**src/rtl/uart_irq_pkg.sv**
```systemverilog
package uart_irq_pkg;

   // Number of low bits that carry implemented flags.
   localparam int unsigned FLAG_W = 17;

   // Bit indices shared by status and enable words.
   localparam int B_RX_READY = 0;
   localparam int B_TX_READY = 2;
   localparam int B_TX_IDLE  = 3;
   localparam int B_CTS_CHG  = 5;
   localparam int B_TX_OFF   = 6;
   localparam int B_OVERRUN  = 8;
   localparam int B_BRK_CHG  = 11;
   localparam int B_START    = 12;
   localparam int B_FRAME    = 13;
   localparam int B_PARITY   = 14;
   localparam int B_NOISE    = 15;
   localparam int B_ABAUD    = 16;

   localparam logic [31:0] LEVEL_MASK32 =
      (32'd1 << B_RX_READY) | (32'd1 << B_TX_READY) | (32'd1 << B_TX_IDLE);

   localparam logic [31:0] STICKY_MASK32 =
      (32'd1 << B_CTS_CHG) | (32'd1 << B_TX_OFF)  | (32'd1 << B_OVERRUN) |
      (32'd1 << B_BRK_CHG) | (32'd1 << B_START)   | (32'd1 << B_FRAME)   |
      (32'd1 << B_PARITY)  | (32'd1 << B_NOISE)   | (32'd1 << B_ABAUD);

   localparam logic [31:0] IMPL_MASK32 = LEVEL_MASK32 | STICKY_MASK32;

endpackage

```
**src/rtl/uart_irq_edge.sv**
```systemverilog
// Either-edge detector. The first cycle after reset only captures the level.
module uart_irq_edge (
   input  logic clk,
   input  logic rst_n,
   input  logic lvl_in,
   output logic chg_pulse
);

   logic prev_q;
   logic armed_q;

   always_ff @(posedge clk or negedge rst_n) begin
      if (!rst_n) begin
         prev_q  <= 1'b0;
         armed_q <= 1'b0;
      end else begin
         prev_q  <= lvl_in;
         armed_q <= 1'b1;
      end
   end

   assign chg_pulse = armed_q & (lvl_in ^ prev_q);

   // a level that moves after arming must report a change on that cycle
   p_edge_seen_r8: assert property (@(posedge clk) disable iff (!rst_n)
      (armed_q && (lvl_in != $past(lvl_in))) |-> chg_pulse);

endmodule

```
**src/rtl/uart_irq_sticky.sv**
```systemverilog
// Per-bit sticky flags: set by an event, cleared by writing one, set dominates.
module uart_irq_sticky #(
   parameter int unsigned      W    = 32,
   parameter logic [W-1:0]     KEEP = '0
) (
   input  logic         clk,
   input  logic         rst_n,
   input  logic [W-1:0] set_vec,
   input  logic [W-1:0] clr_vec,
   output logic [W-1:0] flags
);

   for (genvar i = 0; i < W; i++) begin : g_bit
      logic flag_q;

      always_ff @(posedge clk or negedge rst_n) begin
         if (!rst_n) flag_q <= 1'b0;
         else        flag_q <= ((flag_q & ~clr_vec[i]) | set_vec[i]) & KEEP[i];
      end

      assign flags[i] = flag_q;

      if (KEEP[i]) begin : g_chk
         // an event in the same cycle as a clear leaves the flag set
         p_set_wins_r9: assert property (@(posedge clk) disable iff (!rst_n)
            set_vec[i] |=> flag_q);
         // without a clear the flag holds
         p_sticky_hold_r6: assert property (@(posedge clk) disable iff (!rst_n)
            (flag_q && !clr_vec[i]) |=> flag_q);
      end
   end

endmodule

```
**src/rtl/uart_irq_enable.sv**
```systemverilog
// Enable mask written through separate set and clear strobes.
module uart_irq_enable #(
   parameter int unsigned  W    = 32,
   parameter logic [W-1:0] MASK = '0
) (
   input  logic         clk,
   input  logic         rst_n,
   input  logic         wr_set,
   input  logic         wr_clr,
   input  logic [W-1:0] wdata,
   output logic [W-1:0] en
);

   logic [W-1:0] set_bits;
   logic [W-1:0] clr_bits;

   assign set_bits = wr_set ? wdata : '0;
   assign clr_bits = wr_clr ? wdata : '0;

   always_ff @(posedge clk or negedge rst_n) begin
      if (!rst_n) en <= '0;
      else        en <= (en | set_bits) & ~clr_bits & MASK;
   end

   // every implemented bit written as one through the set strobe reads back set
   p_en_set_r2: assert property (@(posedge clk) disable iff (!rst_n)
      wr_set |=> ((en & $past(wdata & MASK)) == $past(wdata & MASK)));
   // every bit written as one through the clear strobe reads back clear
   p_en_clr_r3: assert property (@(posedge clk) disable iff (!rst_n)
      wr_clr |=> ((en & $past(wdata)) == '0));
   // untouched bits keep their value
   p_en_keep_r3: assert property (@(posedge clk) disable iff (!rst_n)
      (!wr_set && !wr_clr) |=> $stable(en));

endmodule

```
**src/rtl/uart_irq_ctrl.sv**
```systemverilog
module uart_irq_ctrl
   import uart_irq_pkg::*;
#(
   parameter int unsigned DATA_W         = 32,
   parameter int unsigned ADDR_W         = 2,
   parameter bit          IRQ_REGISTERED = 1'b1
) (
   input  logic              clk,
   input  logic              rst_n,
   input  logic [ADDR_W-1:0] reg_addr,
   input  logic              reg_wr,
   input  logic [DATA_W-1:0] reg_wdata,
   output logic [DATA_W-1:0] reg_rdata,
   input  logic              src_rx_ready,
   input  logic              src_tx_ready,
   input  logic              src_tx_idle,
   input  logic              cts_in,
   input  logic              rx_break_in,
   input  logic              ev_tx_off,
   input  logic              ev_overrun,
   input  logic              ev_start,
   input  logic              ev_frame_err,
   input  logic              ev_parity_err,
   input  logic              ev_noise,
   input  logic              ev_abaud_err,
   output logic              irq
);

   localparam logic [DATA_W-1:0] M_LEVEL  = DATA_W'(LEVEL_MASK32);
   localparam logic [DATA_W-1:0] M_STICKY = DATA_W'(STICKY_MASK32);
   localparam logic [DATA_W-1:0] M_IMPL   = DATA_W'(IMPL_MASK32);
   localparam logic [ADDR_W-1:0] A_STATUS = ADDR_W'(0);
   localparam logic [ADDR_W-1:0] A_EN_SET = ADDR_W'(1);
   localparam logic [ADDR_W-1:0] A_EN_CLR = ADDR_W'(2);

   if (DATA_W < FLAG_W || DATA_W > 32) begin : g_bad_width
      $error("uart_irq_ctrl: DATA_W must lie between FLAG_W and 32");
   end
   if (ADDR_W < 2) begin : g_bad_addr
      $error("uart_irq_ctrl: ADDR_W must be at least 2");
   end

   logic              wr_status, wr_set, wr_clr;
   logic              cts_chg, brk_chg;
   logic [DATA_W-1:0] level_vec, set_vec, clr_vec;
   logic [DATA_W-1:0] sticky_flags, status, en_mask;
   logic              any_hit;

   assign wr_status = reg_wr && (reg_addr == A_STATUS);
   assign wr_set    = reg_wr && (reg_addr == A_EN_SET);
   assign wr_clr    = reg_wr && (reg_addr == A_EN_CLR);

   uart_irq_edge u_cts_edge (
      .clk(clk), .rst_n(rst_n), .lvl_in(cts_in), .chg_pulse(cts_chg));

   uart_irq_edge u_brk_edge (
      .clk(clk), .rst_n(rst_n), .lvl_in(rx_break_in), .chg_pulse(brk_chg));

   always_comb begin
      level_vec             = '0;
      level_vec[B_RX_READY] = src_rx_ready;
      level_vec[B_TX_READY] = src_tx_ready;
      level_vec[B_TX_IDLE]  = src_tx_idle;

      set_vec             = '0;
      set_vec[B_CTS_CHG]  = cts_chg;
      set_vec[B_TX_OFF]   = ev_tx_off;
      set_vec[B_OVERRUN]  = ev_overrun;
      set_vec[B_BRK_CHG]  = brk_chg;
      set_vec[B_START]    = ev_start;
      set_vec[B_FRAME]    = ev_frame_err;
      set_vec[B_PARITY]   = ev_parity_err;
      set_vec[B_NOISE]    = ev_noise;
      set_vec[B_ABAUD]    = ev_abaud_err;
   end

   assign clr_vec = wr_status ? reg_wdata : '0;

   uart_irq_sticky #(.W(DATA_W), .KEEP(M_STICKY)) u_sticky (
      .clk(clk), .rst_n(rst_n), .set_vec(set_vec), .clr_vec(clr_vec),
      .flags(sticky_flags));

   uart_irq_enable #(.W(DATA_W), .MASK(M_IMPL)) u_enable (
      .clk(clk), .rst_n(rst_n), .wr_set(wr_set), .wr_clr(wr_clr),
      .wdata(reg_wdata), .en(en_mask));

   assign status  = (level_vec & M_LEVEL) | sticky_flags;
   assign any_hit = |(status & en_mask);

   always_comb begin
      case (reg_addr)
         A_STATUS: reg_rdata = status;
         A_EN_SET: reg_rdata = en_mask;
         A_EN_CLR: reg_rdata = en_mask;
         default:  reg_rdata = '0;
      endcase
   end

   if (IRQ_REGISTERED) begin : g_irq_reg
      logic irq_q;
      always_ff @(posedge clk or negedge rst_n) begin
         if (!rst_n) irq_q <= 1'b0;
         else        irq_q <= any_hit;
      end
      assign irq = irq_q;

      // the request follows the masked status one clock later
      p_irq_lag_r10: assert property (@(posedge clk) disable iff (!rst_n)
         1'b1 |=> (irq == $past(any_hit)));
   end else begin : g_irq_comb
      assign irq = any_hit;
   end

   // level bits in the status word track their sources
   p_level_follow_r5: assert property (@(posedge clk) disable iff (!rst_n)
      (status[B_RX_READY] == src_rx_ready) && (status[B_TX_IDLE] == src_tx_idle));

endmodule

```
**config.mk**
```make
export PLATFORM = sky130hd
export DESIGN_NAME = uart_irq_ctrl
export DESIGN_NICKNAME = d
export VERILOG_FILES = /design/src/rtl/uart_irq_pkg.sv /design/src/rtl/uart_irq_edge.sv /design/src/rtl/uart_irq_sticky.sv /design/src/rtl/uart_irq_enable.sv /design/src/rtl/uart_irq_ctrl.sv
export SDC_FILE = /design/constraint.sdc
export NUM_CORES = 1
export LEC_CHECK = 0
export BUFFER_PORTS_ARGS = -buffer_cell sky130_fd_sc_hd__buf_2
export CAP_MARGIN = 10
export CORE_UTILIZATION = 38
export DETAILED_ROUTE_END_ITERATION = 12
export GPL_TIMING_DRIVEN = 0
export PLACE_DENSITY = 0.72
export SETUP_SLACK_MARGIN = 0.3
export SYNTH_ARGS = -nofsm -noshare
export SYNTH_HDL_FRONTEND = slang
export SYNTH_SLANG_ARGS = --single-unit
```
**constraint.sdc**
```tcl
create_clock -name clk -period 1.1 [get_ports clk]
set_clock_uncertainty 0.2 [all_clocks]
set_input_delay 0.11 -clock clk [delete_from_list [all_inputs] [get_ports clk]]
set_output_delay 0.11 -clock clk [all_outputs]
set_load 0.05 [all_outputs]
```
Word-level counts from Yosys, hierarchy flattened
Cells that the tools add are included.
- flip-flop bits (word level): 25
- input bits: 49
- output and inout bits: 33
- word-level logic and storage cells: 62
- eq/ne operators: 2
- muxes and demuxes: 4
- bitwise logic cells: 36
- reduce and logical (&&, ||, !) cells: 6
- operator list (operator ; count):
    $mux W17 ; 3
    $and A17 B17 Y17 ; 2
    $pmux W17 S2 ; 1
    $reduce_or A32 Y1 ; 1
    $not A17 Y17 ; 1
    $or A17 B17 Y17 ; 1
    $or A4 B17 Y17 ; 1
    $and A1 B1 Y1 ; 11
    $not A1 Y1 ; 9
    $or A1 B1 Y1 ; 9
    $logic_and A1 B1 Y1 ; 3
    $eq A2 B1 Y1 const B ; 1
    $eq A2 B2 Y1 const B ; 1
    $logic_not A2 Y1 ; 1
    $reduce_or A2 Y1 ; 1
    $xor A1 B1 Y1 ; 2

Logic depth before layout (Yosys ltp)
- depth in word-level cells: 6
- mapped depth: 6
- mapped depth without buffers: 5

Hierarchy
Synthesis repeated with hierarchy kept, for this count alone.
- cell total of the unflattened synthesis: 275
- area total of the unflattened synthesis: 2193.4 um^2
- modules (own cells, without submodules) (module ; instances ; cells an instance ; area an instance (um^2) ; sequential area each (um^2)):
    uart_irq_ctrl ; 1 ; 146 ; 894.6 ; 25.0
    uart_irq_enable ; 1 ; 59 ; 590.6 ; 300.3
    uart_irq_sticky ; 1 ; 60 ; 570.5 ; 225.2
    uart_irq_edge ; 2 ; 5 ; 68.8 ; 50.0

Worst setup path after synthesis
OpenSTA, ideal clock, no wires.
- path type: input port to output port
- from: in reg_addr[0]
- to: out reg_rdata[0]
- data arrival time: 1.363 ns
- required time: 0.790 ns
- setup slack: -0.573 ns
- cell stages on the path: 5
- buffers on the path: 1
- cells stage by stage: inv_1 ha_1 buf_2 a22oi_1 nor2_1
- word-level cells in the longest chain between the ends: 3
- elaborated cells on any way between the ends: 5
- RTL lines (element ; line ; RTL):
    start: declaration ; uart_irq_ctrl.sv:10 ; input logic [ADDR_W-1:0] reg_addr,
    $eq A2 B1 Y1 or $eq A2 B2 Y1 (tied branches) ; uart_irq_ctrl.sv:91 ; case (reg_addr)
    $reduce_or A2 Y1 (no line) ; -- ;
    $pmux W17 S2 * ; uart_irq_ctrl.sv:91 ;
    end: declaration ; uart_irq_ctrl.sv:13 ; output logic [DATA_W-1:0] reg_rdata,
Every way passes the cells marked *; elsewhere a longest branch is shown, timed or not.

Worst setup path in the final report
- from: reg u_enable.en[11]
- to: out reg_rdata[11]
- word-level cells in the longest chain between the ends: 1
- RTL lines (element ; line ; RTL):
    start: declaration ; uart_irq_enable.sv:11 ; output logic [W-1:0] en
    start signal: assignment ; uart_irq_enable.sv:22 ; else en <= (en | set_bits) & ~clr_bits & MASK;
    $pmux W17 S2 ; uart_irq_ctrl.sv:91 ;
Every way passes these cells.

==> results.json <==
{
  "crit_family": "flip-flops",
  "fin_cells": 272,
  "place_inst": 243,
  "gp_congestion": 0.760,
  "seq_area_frac_synth_pct": 46.4,
  "synthSimpleGateAreaFrac_pct": 7.79,
  "synthArstFlopShare_pct": 100,
  "grt_setup_unrepaired": "yes",
  "postRouteAntennaNets": 0,
  "internal-power_mw": 1.93,
  "hpwl_um": 2530,
  "drive_gt1_share_pct": 64.6,
  "cts_buffers": 3,
  "synth_edf_count": 0,
  "pwr-share-seq_pct": 35.2,
  "fmax_ghz": 0.653,
  "required_ns": 0.79,
  "crit_buf_inv": 1,
  "synth.cell_area_mm2": 0.00135,
  "synth_xor_area_share_pct": 1.30,
  "synthAdderAreaFrac_pct": 3.71,
  "synthMuxAreaShare_pct": 0,
  "p_comb_share_pct": 50.7,
  "final_nets": 280,
  "synth_top_family_by_area": "compound AO/OA/AOI/OAI gates",
  "root_buffer": "clkbuf_4",
  "grt_antenna_before_repair": 0,
  "p_switching_mw": 1.28,
  "grt_pass1_vias": 1321,
  "ys_warn_count": 0,
  "initial_core_util_pct": 40.1,
  "die_area_mm2": 0.00379,
  "wl_per_cell_um": 14.9,
  "track_usage_pct": 22.5,
  "synthDistinctLibCells": 20,
  "wl_um": 4060,
  "clk_latency_ns": 0.34,
  "status": "finished, violations left",
  "cap_violations": 0,
  "htreeDepth": 1,
  "synth_compound_area_share_pct": 25.2,
  "cts_tree": "done",
  "place_ws_ns": -0.468,
  "crit_fanout": 2,
  "cp_slowest_cell": "dfrtp_1",
  "min_period_ns": 1.53,
  "startpoint_type": "register",
  "whs_ns": -0.474,
  "clkPwrFrac_pct": 14.1,
  "via_per_inst": 4.86,
  "power.density_mw_per_mm2": 1290,
  "relSlewSlack_pct": 63.5,
  "leakage_nw": 1.09,
  "syn_area_per_cell_um2": 9.77,
  "cts_buffer_depth": 2,
  "ys_ff_latch": 25,
  "die_w_um": 61.6,
  "tightest_slew_ns": 0.547,
  "drtPass1Iterations": 6,
  "ios": 82,
  "drv_slew": 0,
  "end_kind": "output port",
  "vias": 1321,
  "finalHoldViolCount": 47,
  "crit_type": "reg2out",
  "coreArea_mm2": 0.00336,
  "period_share_pct": 139,
  "clock-sinks": 25,
  "fillCellCount": 241,
  "hold_class": "in2async",
  "overflow": 0,
  "syn2layout_area_growth_pct": 85.0,
  "portBuffers": 40,
  "drc": 0,
  "n_antenna_cell": 0,
  "p_sw_share_pct": 39.9,
  "chipHeight_um": 61.6,
  "setup-violations-final": 18,
  "path_cells": "a22oi_2 > nor2_4 > buf_6",
  "rows": 21,
  "clk_pin_slew_worst_paths_ns": 0.16,
  "synthFlopType": "dfrtp_1",
  "peakVddDrop_mv": 0.683,
  "syn_inst": 138,
  "arrival_ns": 1.22,
  "grt_pass1_wl_um": 6080,
  "drt_iter0_drc": 30,
  "critPathMaxStageDelay_ns": 0.43,
  "violations": "negative hold slack, negative setup slack",
  "grt_max_degree": 26,
  "finalWorstSetupSlack_ns": -0.432
}
[sequential cells by signal (all words and copies together) (netlist names)]
signal and cells:
u_brk_edge.armed_q 1, irq 1, u_brk_edge.prev_q 1, u_cts_edge.prev_q 1, u_enable.en 12, u_sticky.g_bit.flag_q 9
[synth_stat cells, types with 3 or more instances]
master | n | area (µm²)
a21oi_1 | 18 | 90.1
buf_4 | 20 | 150
a22o_1 | 5 | 43.8
nor2_1 | 12 | 45.0
a21o_1 | 7 | 52.6
a22oi_1 | 12 | 90.1
buf_2 | 3 | 15.0
ha_1 | 4 | 50.1
nand2_1 | 9 | 33.8
dfrtp_1 | 25 | 626
a31oi_1 | 6 | 37.5
a221oi_1 | 3 | 26.3
[layout make-up]
class | count | area [µm²] | area share [%]
buffer | 27 | 249 | 9.98
inverter | 2 | 32.5 | 1.30
clock buffer | 3 | 22.5 | 0.903
tap | 46 | 57.6 | 2.31
clock inverter | 1 | 7.51 | 0.301
sequential | 25 | 627 | 25.1
multi-input combinational | 103 | 901 | 36.1
timing repair buffer | 65 | 598 | 24.0
[through the flow]
stage               util (%)  total power, mW  setup TNS (ns)  cell area, µm²
finish                  74.2             3.21           -5.33            2490
global route            74.2             3.35           -6.03            2490
CTS                     70.3             3.04           -5.10            2360
detailed placement      58.6             2.26           -9.86            1970
global placement        58.6             2.23           -9.17            1970
floorplan                  -             2.02           -1.21            1710
[cells by family (layout without fill, tap and decap cells)]
family	count (synthesis)	in the layout
DFF	25	25
adders and majority gates	4	4
buffers and inverters	29	98
and+or+nand+nor	25	25
AOI/OAI and AO/OA	51	51
other	2	21
xor gates and xnor gates	2	2
[power groups by stage]
stage          registers (mW)  clock network, mW  logic, mW
3_5_place_dp             1.17                  0       1.09
2_1_floorplan            1.14                  0      0.877
4_1_cts                  1.12              0.454       1.47
5_1_grt                  1.14              0.487       1.72
6_report                 1.13              0.453       1.63
3_3_place_gp             1.16                  0       1.07
[placed cells by master (no fill, tap or decap), types with 7 or more instances in the layout]
cell and n:
a21o_1 7, a21oi_2 10, a22oi_2 12, buf_2 25, buf_4 21, buf_6 35
conb_1 21, dfrtp_1 24, nand2_1 7, nor2_4 12
[metal layers]
layer  vias to the layer above  part of all wire [%]  global-route usage [%]
met3                        10                   3.2                    3.78
met1                       644                    39                    24.6
met5                         -                     0                       0
li1                        627                     -                       -
met2                        40                    55                    42.2
met4                         0                   2.8                    9.84
[path summary, 6_finish.rpt]
check | start | endpoint | slack, ns | depth (start not counted)
max | u_enable.en[11] | reg_rdata[11] | -0.43 | 3
min | rst_n | u_sticky.g_bit[15].flag_q | -0.47 | 1
max reg2reg | u_enable.en[16] | irq | -0.36 | 5
min reg2reg | u_brk_edge.armed_q | u_sticky.g_bit[11].flag_q | 0.36 | 1
max in group asynchronous | rst_n | irq | 0.77 | 1
min in group clk | ev_frame_err | u_sticky.g_bit[13].flag_q | -0.27 | 2
[what timing repair did]
item	in CTS	in global routing
buffers inserted	18	4
cloned	1	0
pin swaps	31	7
hold buffers	2	1
gates resized for setup	53	18
hold endpoints to repair	49	48
setup endpoints to repair	35	35
(Power assumes the default switching activity.)
